$ cat config.mk
export PLATFORM = sky130hd
export DESIGN_NAME = pkt_flow_mon
export DESIGN_NICKNAME = d
export VERILOG_FILES = /design/src/rtl/pfm_pkg.sv /design/src/rtl/pfm_classify.sv /design/src/rtl/pfm_sat_ctr.sv /design/src/rtl/pfm_beat_cap.sv /design/src/rtl/pkt_flow_mon.sv
export SDC_FILE = /design/constraint.sdc
export NUM_CORES = 1
export LEC_CHECK = 0
export ABC_CLOCK_PERIOD_IN_PS = 2500
export BUFFER_PORTS_ARGS = -buffer_cell sky130_fd_sc_hd__buf_2
export CELL_PAD_IN_SITES_DETAIL_PLACEMENT = 2
export CELL_PAD_IN_SITES_GLOBAL_PLACEMENT = 2
export CORE_UTILIZATION = 36
export CTS_CLUSTER_DIAMETER = 40
export CTS_CLUSTER_SIZE = 24
export DETAILED_ROUTE_END_ITERATION = 6
export GPL_ROUTABILITY_DRIVEN = 0
export PLACE_DENSITY_LB_ADDON = 0.1
export SLEW_MARGIN = 0
export SYNTH_ARGS = -nofsm -noshare
export SYNTH_HDL_FRONTEND = slang
export SYNTH_SLANG_ARGS = --single-unit
$ cat constraint.sdc
create_clock -name clk_i -period 2.5 [get_ports clk_i]
set_input_delay 0.25 -clock clk_i [delete_from_list [all_inputs] [get_ports clk_i]]
set_output_delay 0.25 -clock clk_i [all_outputs]
set_load 0.005 [all_outputs]
$ cat src/rtl/pfm_pkg.sv
package pfm_pkg;
  localparam int NUM_CAT = 6;

  typedef enum logic [2:0] {
    CAT_XFER  = 3'd0,
    CAT_BP    = 3'd1,
    CAT_SWAIT = 3'd2,
    CAT_IDLE  = 3'd3,
    CAT_IPV   = 3'd4,
    CAT_IPR   = 3'd5
  } cat_e;
endpackage

$ cat src/rtl/pfm_classify.sv
module pfm_classify
  import pfm_pkg::*;
(
  input  logic               clk_i,
  input  logic               rst_ni,
  input  logic               valid_i,
  input  logic               ready_i,
  input  logic               sop_i,
  input  logic               eop_i,
  output logic [NUM_CAT-1:0] inc_o,
  output logic               acc_o,
  output logic               eop_acc_o,
  output logic               open_o
);
  logic open_q;

  assign acc_o     = valid_i & ready_i;
  assign eop_acc_o = acc_o & eop_i;
  assign open_o    = open_q;

  always_comb begin
    inc_o = '0;
    if (acc_o) begin
      inc_o[CAT_XFER] = 1'b1;
    end else if (open_q) begin
      if (valid_i)      inc_o[CAT_BP]    = 1'b1;
      else if (ready_i) inc_o[CAT_SWAIT] = 1'b1;
      else              inc_o[CAT_IDLE]  = 1'b1;
    end else begin
      if (valid_i)      inc_o[CAT_IPV]   = 1'b1;
      else if (ready_i) inc_o[CAT_IPR]   = 1'b1;
    end
  end

  always_ff @(posedge clk_i or negedge rst_ni) begin
    if (!rst_ni)                open_q <= 1'b0;
    else if (eop_acc_o)         open_q <= 1'b0;
    else if (acc_o && sop_i)    open_q <= 1'b1;
  end
endmodule

$ cat src/rtl/pfm_sat_ctr.sv
module pfm_sat_ctr #(
  parameter int W = 32
) (
  input  logic         clk_i,
  input  logic         rst_ni,
  input  logic         inc_i,
  input  logic         clr_i,
  output logic [W-1:0] cnt_o,
  output logic [W-1:0] nxt_o
);
  localparam logic [W-1:0] MAX = {W{1'b1}};
  localparam logic [W-1:0] ONE = {{(W-1){1'b0}}, 1'b1};

  always_comb nxt_o = (inc_i && cnt_o != MAX) ? cnt_o + ONE : cnt_o;

  always_ff @(posedge clk_i or negedge rst_ni) begin
    if (!rst_ni)    cnt_o <= '0;
    else if (clr_i) cnt_o <= '0;
    else            cnt_o <= nxt_o;
  end
endmodule

$ cat src/rtl/pfm_beat_cap.sv
module pfm_beat_cap #(
  parameter int DATA_W  = 24,
  parameter int NUM_CAP = 6,
  localparam int CAP_W  = $clog2(NUM_CAP + 1)
) (
  input  logic                        clk_i,
  input  logic                        rst_ni,
  input  logic                        acc_i,
  input  logic                        sop_i,
  input  logic                        open_i,
  input  logic                        clr_i,
  input  logic [DATA_W-1:0]           data_i,
  output logic [NUM_CAP*DATA_W-1:0]   nxt_beats_o,
  output logic [CAP_W-1:0]            nxt_cnt_o
);
  localparam logic [CAP_W-1:0] CAP_LIM = CAP_W'(NUM_CAP);
  localparam logic [CAP_W-1:0] ONE     = CAP_W'(1);

  logic [DATA_W-1:0] slot_q [NUM_CAP];
  logic [DATA_W-1:0] slot_d [NUM_CAP];
  logic [CAP_W-1:0]  cnt_q;

  always_comb begin
    for (int k = 0; k < NUM_CAP; k++) slot_d[k] = slot_q[k];
    nxt_cnt_o = cnt_q;
    if (acc_i && sop_i) begin
      // new packet, or restart of an open one
      for (int k = 1; k < NUM_CAP; k++) slot_d[k] = '0;
      slot_d[0] = data_i;
      nxt_cnt_o = ONE;
    end else if (acc_i && open_i && cnt_q < CAP_LIM) begin
      for (int k = 0; k < NUM_CAP; k++)
        if (CAP_W'(k) == cnt_q) slot_d[k] = data_i;
      nxt_cnt_o = cnt_q + ONE;
    end
  end

  for (genvar k = 0; k < NUM_CAP; k++) begin : g_flat
    assign nxt_beats_o[k*DATA_W +: DATA_W] = slot_d[k];
  end

  always_ff @(posedge clk_i or negedge rst_ni) begin
    if (!rst_ni) begin
      for (int k = 0; k < NUM_CAP; k++) slot_q[k] <= '0;
      cnt_q <= '0;
    end else if (clr_i) begin
      for (int k = 0; k < NUM_CAP; k++) slot_q[k] <= '0;
      cnt_q <= '0;
    end else begin
      for (int k = 0; k < NUM_CAP; k++) slot_q[k] <= slot_d[k];
      cnt_q <= nxt_cnt_o;
    end
  end
endmodule

$ cat src/rtl/pkt_flow_mon.sv
module pkt_flow_mon
  import pfm_pkg::*;
#(
  parameter int DATA_W  = 24,
  parameter int CNT_W   = 32,
  parameter int NUM_CAP = 6,
  localparam int CAP_W  = $clog2(NUM_CAP + 1),
  localparam int RPT_W  = NUM_CAT * CNT_W,
  localparam int BEAT_W = NUM_CAP * DATA_W
) (
  input  logic              clk_i,
  input  logic              rst_ni,
  input  logic [DATA_W-1:0] in_data_i,
  input  logic              in_sop_i,
  input  logic              in_eop_i,
  input  logic              in_valid_i,
  output logic              in_ready_o,
  output logic [DATA_W-1:0] out_data_o,
  output logic              out_sop_o,
  output logic              out_eop_o,
  output logic              out_valid_o,
  input  logic              out_ready_i,
  input  logic              cfg_we_i,
  input  logic              cfg_en_i,
  output logic              rpt_valid_o,
  output logic [RPT_W-1:0]  rpt_cnt_o,
  output logic [BEAT_W-1:0] rpt_beat_o,
  output logic [CAP_W-1:0]  rpt_nbeats_o
);
  // stream path: wires only
  assign out_data_o  = in_data_i;
  assign out_sop_o   = in_sop_i;
  assign out_eop_o   = in_eop_i;
  assign out_valid_o = in_valid_i;
  assign in_ready_o  = out_ready_i;

  logic               en_q;
  logic [NUM_CAT-1:0] inc;
  logic               acc, eop_acc, pkt_open;
  logic [RPT_W-1:0]   live_cnt, nxt_cnt;
  logic [BEAT_W-1:0]  nxt_beats;
  logic [CAP_W-1:0]   nxt_nbeats;

  always_ff @(posedge clk_i or negedge rst_ni) begin
    if (!rst_ni)       en_q <= 1'b0;
    else if (cfg_we_i) en_q <= cfg_en_i;
  end

  pfm_classify u_cls (
    .clk_i     (clk_i),
    .rst_ni    (rst_ni),
    .valid_i   (in_valid_i),
    .ready_i   (out_ready_i),
    .sop_i     (in_sop_i),
    .eop_i     (in_eop_i),
    .inc_o     (inc),
    .acc_o     (acc),
    .eop_acc_o (eop_acc),
    .open_o    (pkt_open)
  );

  for (genvar k = 0; k < NUM_CAT; k++) begin : g_ctr
    pfm_sat_ctr #(.W(CNT_W)) u_ctr (
      .clk_i  (clk_i),
      .rst_ni (rst_ni),
      .inc_i  (inc[k]),
      .clr_i  (eop_acc),
      .cnt_o  (live_cnt[k*CNT_W +: CNT_W]),
      .nxt_o  (nxt_cnt[k*CNT_W +: CNT_W])
    );
  end

  pfm_beat_cap #(.DATA_W(DATA_W), .NUM_CAP(NUM_CAP)) u_cap (
    .clk_i       (clk_i),
    .rst_ni      (rst_ni),
    .acc_i       (acc),
    .sop_i       (in_sop_i),
    .open_i      (pkt_open),
    .clr_i       (eop_acc),
    .data_i      (in_data_i),
    .nxt_beats_o (nxt_beats),
    .nxt_cnt_o   (nxt_nbeats)
  );

  // report includes the end-of-packet cycle itself
  always_ff @(posedge clk_i or negedge rst_ni) begin
    if (!rst_ni) begin
      rpt_valid_o  <= 1'b0;
      rpt_cnt_o    <= '0;
      rpt_beat_o   <= '0;
      rpt_nbeats_o <= '0;
    end else begin
      rpt_valid_o <= eop_acc & en_q;
      if (eop_acc && en_q) begin
        rpt_cnt_o    <= nxt_cnt;
        rpt_beat_o   <= nxt_beats;
        rpt_nbeats_o <= nxt_nbeats;
      end
    end
  end
endmodule

==> results of run 1 <==
[sequential cells by signal, summed over array words and instances, names as in the netlist]
signal             count
u_cap.cnt_q            3
en_q                   1
u_cap.slot_q         144
rpt_valid_o            1
rpt_cnt_o            192
g_ctr.u_ctr.cnt_o    192
rpt_nbeats_o           3
rpt_beat_o           144
u_cls.open_o           1
[metal layers]
metal / vias to the layer above / wire (µm) / track usage [%]
met2: 494 / 53790 / 45.25
met3: 176 / 4832 / 5.734
met1: 12900 / 43370 / 30.90
li1: 11210 / - / -
met5: - / 0 / 0
met4: 0 / 3158 / 9.719
[cell usage in the layout, fill, tap and decap left out, types with 6 or more instances in the layout]
cell type	count
dfrtp_1	680
nand2_1	616
buf_2	398
nor2_1	247
o21ai_0	213
mux2i_1	156
a21oi_1	134
clkbuf_16	134
buf_4	98
or3_1	72
o21ai_1	72
nand3_1	70
or4_1	67
nand4_1	64
o31ai_1	58
xnor2_1	42
a31oi_1	38
inv_1	27
buf_12	23
dlygate4sd3_1	22
and4_1	21
clkinv_2	21
bufinv_16	21
nor3_1	19
nor4_1	16
and3_1	14
clkinv_4	14
clkbuf_8	12
clkinvlp_4	12
or2_2	11
a211oi_1	11
ha_1	11
inv_6	10
nand3b_1	7
clkbuf_1	6
[where the power goes]
| part | switching [mW] | internal [mW] | leakage, nW | total [mW] |
|---|---|---|---|---|
| Combinational | 1.60 | 0.913 | 7.28 | 2.51 |
| Clock | 6.22 | 12.4 | 2.27 | 18.6 |
| Sequential | 0.590 | 11.8 | 9.35 | 12.4 |
[worst paths after layout]
check | depth (start not counted) | slack, ns | endpoint
worst max register to register | 5 | 0.09 | rpt_cnt_o[28]
max in group asynchronous | 3 | 1.43 | u_cap.cnt_q[1]
min in group asynchronous | 2 | 0.06 | rpt_cnt_o[83]
worst max-delay path | 5 | 0.09 | rpt_cnt_o[28]
worst min register to register | 2 | 0.47 | rpt_cnt_o[88]
worst min-delay path | 3 | 0.04 | u_cap.slot_q[67]
[logic make-up (layout without fill, tap and decap cells)]
kind of cell | count (synthesis) | in the layout
and+or+nand+nor | 1257 | 1257
muxes | 157 | 157
AOI/OAI and AO/OA | 559 | 559
adders and majority gates | 11 | 11
DFF | 681 | 681
xor gates and xnor gates | 47 | 47
buffers and inverters | 216 | 806
other | 0 | 1
[what timing repair did]
item                       in CTS  in global routing
pin swaps                       1                  1
setup endpoints to repair      13                 14
hold endpoints to repair      384                  0
resized for setup               3                  7
hold buffers                   22                  0
setup buffers                   1                  2
[critical path, delay by kind of cell (launching register included)]
family,cells,cell delay (ns)
AND/OR/NAND/NOR,4,1.71
flip-flops,1,0.40
AO/OA/AOI/OAI,1,0.20
[cell type report]
type | instances | area, µm² | share of cell area, %
multi-input cells | 2031 | 11150 | 29.57
clock inverters | 84 | 1129 | 2.993
diodes | 1 | 2.502 | 0.006636
clock buffers | 152 | 3541 | 9.390
repair buffers | 542 | 3423 | 9.078
well taps | 1050 | 1314 | 3.484
inverters | 28 | 107.6 | 0.2853
flip-flops and latches | 681 | 17040 | 45.19
==> results.yml, run 1 <==
run_status:
  status: "finished, final reports clean"
power_and_ir_drop:
  total_leakage_power_nw: 18.90
  fin_total_pwr_mw: 33.47
  p_per_area_nw_per_um2: 887.7
  ir_drop_v: 0.0005047
worst_setup_path:
  crit_chain: "nand4_1 -> or4_4 -> or4_4 -> or3_1 -> a31oi_1"
  reg2reg_from: "g_ctr[0].u_ctr.cnt_o[4]"
  worstSetupPathType: "reg2reg"
  endpoint_kind: "register"
  path_common_cell: "or4_4"
  slowest_stage: "or4_4"
  crit_fanout: 7
  max_stage_delay_ns: 0.61
  startpoint: "g_ctr[0].u_ctr.cnt_o[4]"
  startpoint_type: "register"
  worstPathRequired_ns: 3.10
  arrival_ns: 3.00
route:
  drt_iter0_drc: 954
  vias_per_cell: 5.422
  first_pass_iters: 4
  wl_per_cell_um: 23.01
  vias: 24770
  drc: 0
  postRouteAntennaNets: 0
  finalWirelength_um: 105100
final_layout:
  fillers: 8281
  stdcell_area_um2: 37710
  post-route-util_pct: 47.50
  final_net_count: 3458
  fin_cells: 4569
  layout-drive-gt1-share_pct: 22.43
  syn2layout_area_growth_pct: 29.84
grt:
  antenna_found_initial: 1
  grtUsageTotal_pct: 25.86
  grt_pass1_vias: 28410
  grt_max_degree: 148
  overflow: 0
  grt_pass1_wl_um: 165500
synth:
  synth_area_leaders: "dfrtp_1 (59%), nand2_1 (8.0%), mux2i_1 (5.4%)"
  synth_top_area_share_pct: 58.67
  synth_top_family_by_area: "simple AND/OR/NAND/NOR gates"
  synth_edf_count: 0
  ys_warn_count: 0
  synth_fp_nets: 2971
  synth_cells: 2928
  synth_most_common_cell: "dfrtp_1"
  synthXorXnorAreaFrac_pct: 1.417
  syn_area_um2: 29040
  synth.area.mux_share_pct: 5.415
  ys.flop_type: "dfrtp_1"
  synth_seq_area_share_pct: 58.67
  synth_compound_area_share_pct: 10.90
  ys_ff_latch: 681
  synth_common_cells: "dfrtp_1 (681), nand2_1 (619), nor2_1 (247)"
  ys_async_sr_fraction_pct: 100.0
  synthSimpleGateAreaFrac_pct: 19.94
  syn_area_per_cell_um2: 9.919
  yosysTopAreaCell: "dfrtp_1"
  synth-adder-area-share_pct: 0.4739
  synth_cell_types: 59
floorplan:
  rows: 103
  boundaryPins: 400
  core_um2: 79390
  fp.dieArea_um2: 81820
  dieHeight_um: 286.0
  die_x_um: 286.0
  start_util_pct: 36.59
sta:
  maxSlewViolCount: 0
  relSlewSlack_pct: 49.91
  whs_ns: 0.03968
  worst_slack_ns: 0.09328
  fin_crit_ns: 2.407
  tns_ns: 0
  fin_skew_ns: 0.03035
  finalCritPeriodShare_pct: 96.27
  worstMarginPinSlew_ns: 0.7479
  timing.fmax_ghz: 0.4155
  grt_setup_unrepaired: "true"
  hold_violations: 0
  setup_viol: 0
placement:
  pre_cts_ws_ns: -0.02848
  placedCellCount: 4307
  place_area_um2: 32770
  place_hpwl_um: 69730
  port_buffers: 399
min_path:
  worstHoldStart: "in_data_i[19]"
  worstHoldPathType: "in2reg"
clock_network:
  cts_made_buffers: 131
  clk_latency_ns: 0.71
  h-tree-depth: 4
  cts_tree: "done"
  path_clk_slew_ns: 0.05
  clockBufferDepth: 3
  cts_root_buf: "clkbuf_16"
  cts_sinks: 681
flow_run:
  cap_violations: 0
No activity file was read; power rests on OpenSTA's default activity.
==> run 2: changes to the inputs <==
PLACE_DENSITY = 0.85   (was default)
PLACE_DENSITY_LB_ADDON = default   (was 0.1)
==> run 2 against run 1 <==
Against the previous run: sequential power about the same; clock skew up 0.028 ns; wire length up 21%; register-to-register slack worse by 0.05 ns; design area down 1.2%; hold slack worse by 0.012 ns; clock power down 6%; combinational power up 12%; via count up 6.2%; global-route usage up 5.0 points; critical endpoint is now rpt_cnt_o[14].
==> results.yml, run 2 (synthesis gave the netlist of run 1 again) <==
run_status:
  status: "finished, final reports clean"
sta:
  setup_viol: 0
  hold_violations: 0
  timing.fmax_ghz: 0.4065
  relSlewSlack_pct: 44.32
  grt_setup_unrepaired: "true"
  tns_ns: 0
  finalCritPeriodShare_pct: 98.40
  worstMarginPinSlew_ns: 0.8351
  fin_crit_ns: 2.460
  maxSlewViolCount: 0
  fin_skew_ns: 0.05871
  whs_ns: 0.02726
final_layout:
  syn2layout_area_growth_pct: 28.27
  top_regs: "g_ctr.u_ctr.cnt_o x192, rpt_cnt_o x192"
  layout_commonest_cell: "dfrtp_1"
  post-route-util_pct: 46.93
  fillers: 8163
  final_cell_mix: "dfrtp_1 (677), nand2_1 (616), buf_2 (398)"
  final_net_count: 3438
  layout-drive-gt1-share_pct: 22.46
grt:
  antenna_found_initial: 2
  grt_max_degree: 148
  grt_pass1_vias: 30200
  grtUsageTotal_pct: 30.89
  grt_pass1_wl_um: 194400
  overflow: 0
clock_network:
  cts_root_buf: "clkbuf_16"
  cts_sinks: 681
  cts_tree: "done"
  path_clk_slew_ns: 0.07
  cts_made_buffers: 114
  clockBufferDepth: 3
  h-tree-depth: 3
  clk_latency_ns: 0.70
floorplan:
  start_util_pct: 36.59
  die_x_um: 286.0
  fp.dieArea_um2: 81820
  rows: 103
  core_um2: 79390
  boundaryPins: 400
  dieHeight_um: 286.0
route:
  finalWirelength_um: 127700
  drt_iter0_drc: 1661
  vias_per_cell: 5.786
  drc: 0
  first_pass_iters: 6
  vias: 26310
  wl_per_cell_um: 28.09
  postRouteAntennaNets: 0
worst_setup_path:
  crit_fanout: 7
  crit_chain: "ha_1 -> nand2_1 -> or3_4 -> a21o_1 -> or4_1 -> a31oi_1"
  arrival_ns: 3.05
  cp_num_buf_inv: 0
  endpoint_kind: "register"
  max_stage_delay_ns: 0.49
  worstPathRequired_ns: 3.09
  slowest_stage: "or3_4"
  critPathTopFamily: "simple AND/OR/NAND/NOR gates"
  reg2reg_slack_ns: 0.04
  startpoint_type: "register"
  worstSetupPathType: "reg2reg"
power_and_ir_drop:
  ir_drop_v: 0.0007171
  p_per_area_nw_per_um2: 878.0
  total_leakage_power_nw: 18.65
flow_run:
  cap_violations: 0
placement:
  port_buffers: 399
  place_hpwl_um: 72130
min_path:
  worstHoldPathType: "in2reg"
[run 2: cell types whose count changed in the layout (fill, tap and decap cells not counted), moves of 4 or more]
cell	previous run	this run
buf_12	23	19
clkbuf_1	6	10
clkinv_2	21	11
bufinv_16	21	17
clkinvlp_4	12	8
buf_4	98	105
clkbuf_16	134	114
dlygate4sd3_1	22	15
inv_8	1	11
[run 2: repair_timing]
action                                 CTS  global route
endpoints found under the hold margin  374             0
hold buffers                            15             0
setup endpoints to repair                8            41
pin swaps                                0             2
resized for setup                        6            24
buffers inserted                         0             3
[run 2: path summary, 6_finish.rpt]
path / from / to / depth (start not counted)
setup / recovery: g_ctr[0].u_ctr.cnt_o[0] / rpt_cnt_o[14] / 6
hold / removal: in_data_i[13] / u_cap.slot_q[37] / 3
setup reg to reg: g_ctr[0].u_ctr.cnt_o[0] / rpt_cnt_o[14] / 6
hold reg to reg: rpt_cnt_o[162] / rpt_cnt_o[162] / 2
max in group asynchronous: rst_ni / u_cap.slot_q[122] / 4
min in group asynchronous: rst_ni / rpt_cnt_o[83] / 2
[run 2: metal layers]
| metal | share of wire [%] | global-route usage (%) | wire (µm) | up-vias |
|---|---|---|---|---|
| met2 | 52 | 54.23 | 66220 | 853 |
| met5 | 0 | 0 | 0 | - |
| met1 | 38 | 35.24 | 48130 | 13890 |
| li1 | - | - | - | 11180 |
| met3 | 4.6 | 5.375 | 5813 | 388 |
| met4 | 5.9 | 18.02 | 7562 | 0 |
[run 2: tightest hold or removal path, delay by kind of cell]
family                 cells  cell delay, ns
AND/OR/NAND/NOR            1            0.09
buffers and inverters      1            0.17
multiplexers               1            0.19
[run 2: through the flow]
stage / setup slack (ns) / instance area (µm²) / total power, mW / std cells
after global placement: 0.08251 / 32750 / 14.86 / 4311
after floorplan: 0.2391 / 29040 / 13.39 / 2928
final: 0.04006 / 37260 / 32.71 / 4547
after global routing: -0.09379 / 37260 / 33.59 / 4547
after CTS: 0.01328 / 37140 / 32.84 / 4542
after detailed placement: 0.03351 / 32750 / 15.08 / 4311
[run 2: report_power, final]
part / total [mW] / switching [mW] / internal [mW] / leakage [nW]
clock: 17.4 / 6.73 / 10.7 / 2.04
sequential: 12.4 / 0.678 / 11.8 / 9.35
combinational: 2.82 / 1.90 / 0.929 / 7.26
total: 32.7 / 9.30 / 23.4 / 18.6
[run 2: final cells by class]
cell class / instances / area [µm²] / share of cell area, %
timing repair buffer: 539 / 3337 / 8.957
tap: 1050 / 1314 / 3.526
clock buffer: 135 / 3042 / 8.164
inverter: 28 / 110.1 / 0.2955
antenna: 2 / 5.005 / 0.01343
multi-input combinational: 2031 / 11230 / 30.13
sequential: 681 / 17050 / 45.75
clock inverter: 81 / 1175 / 3.154
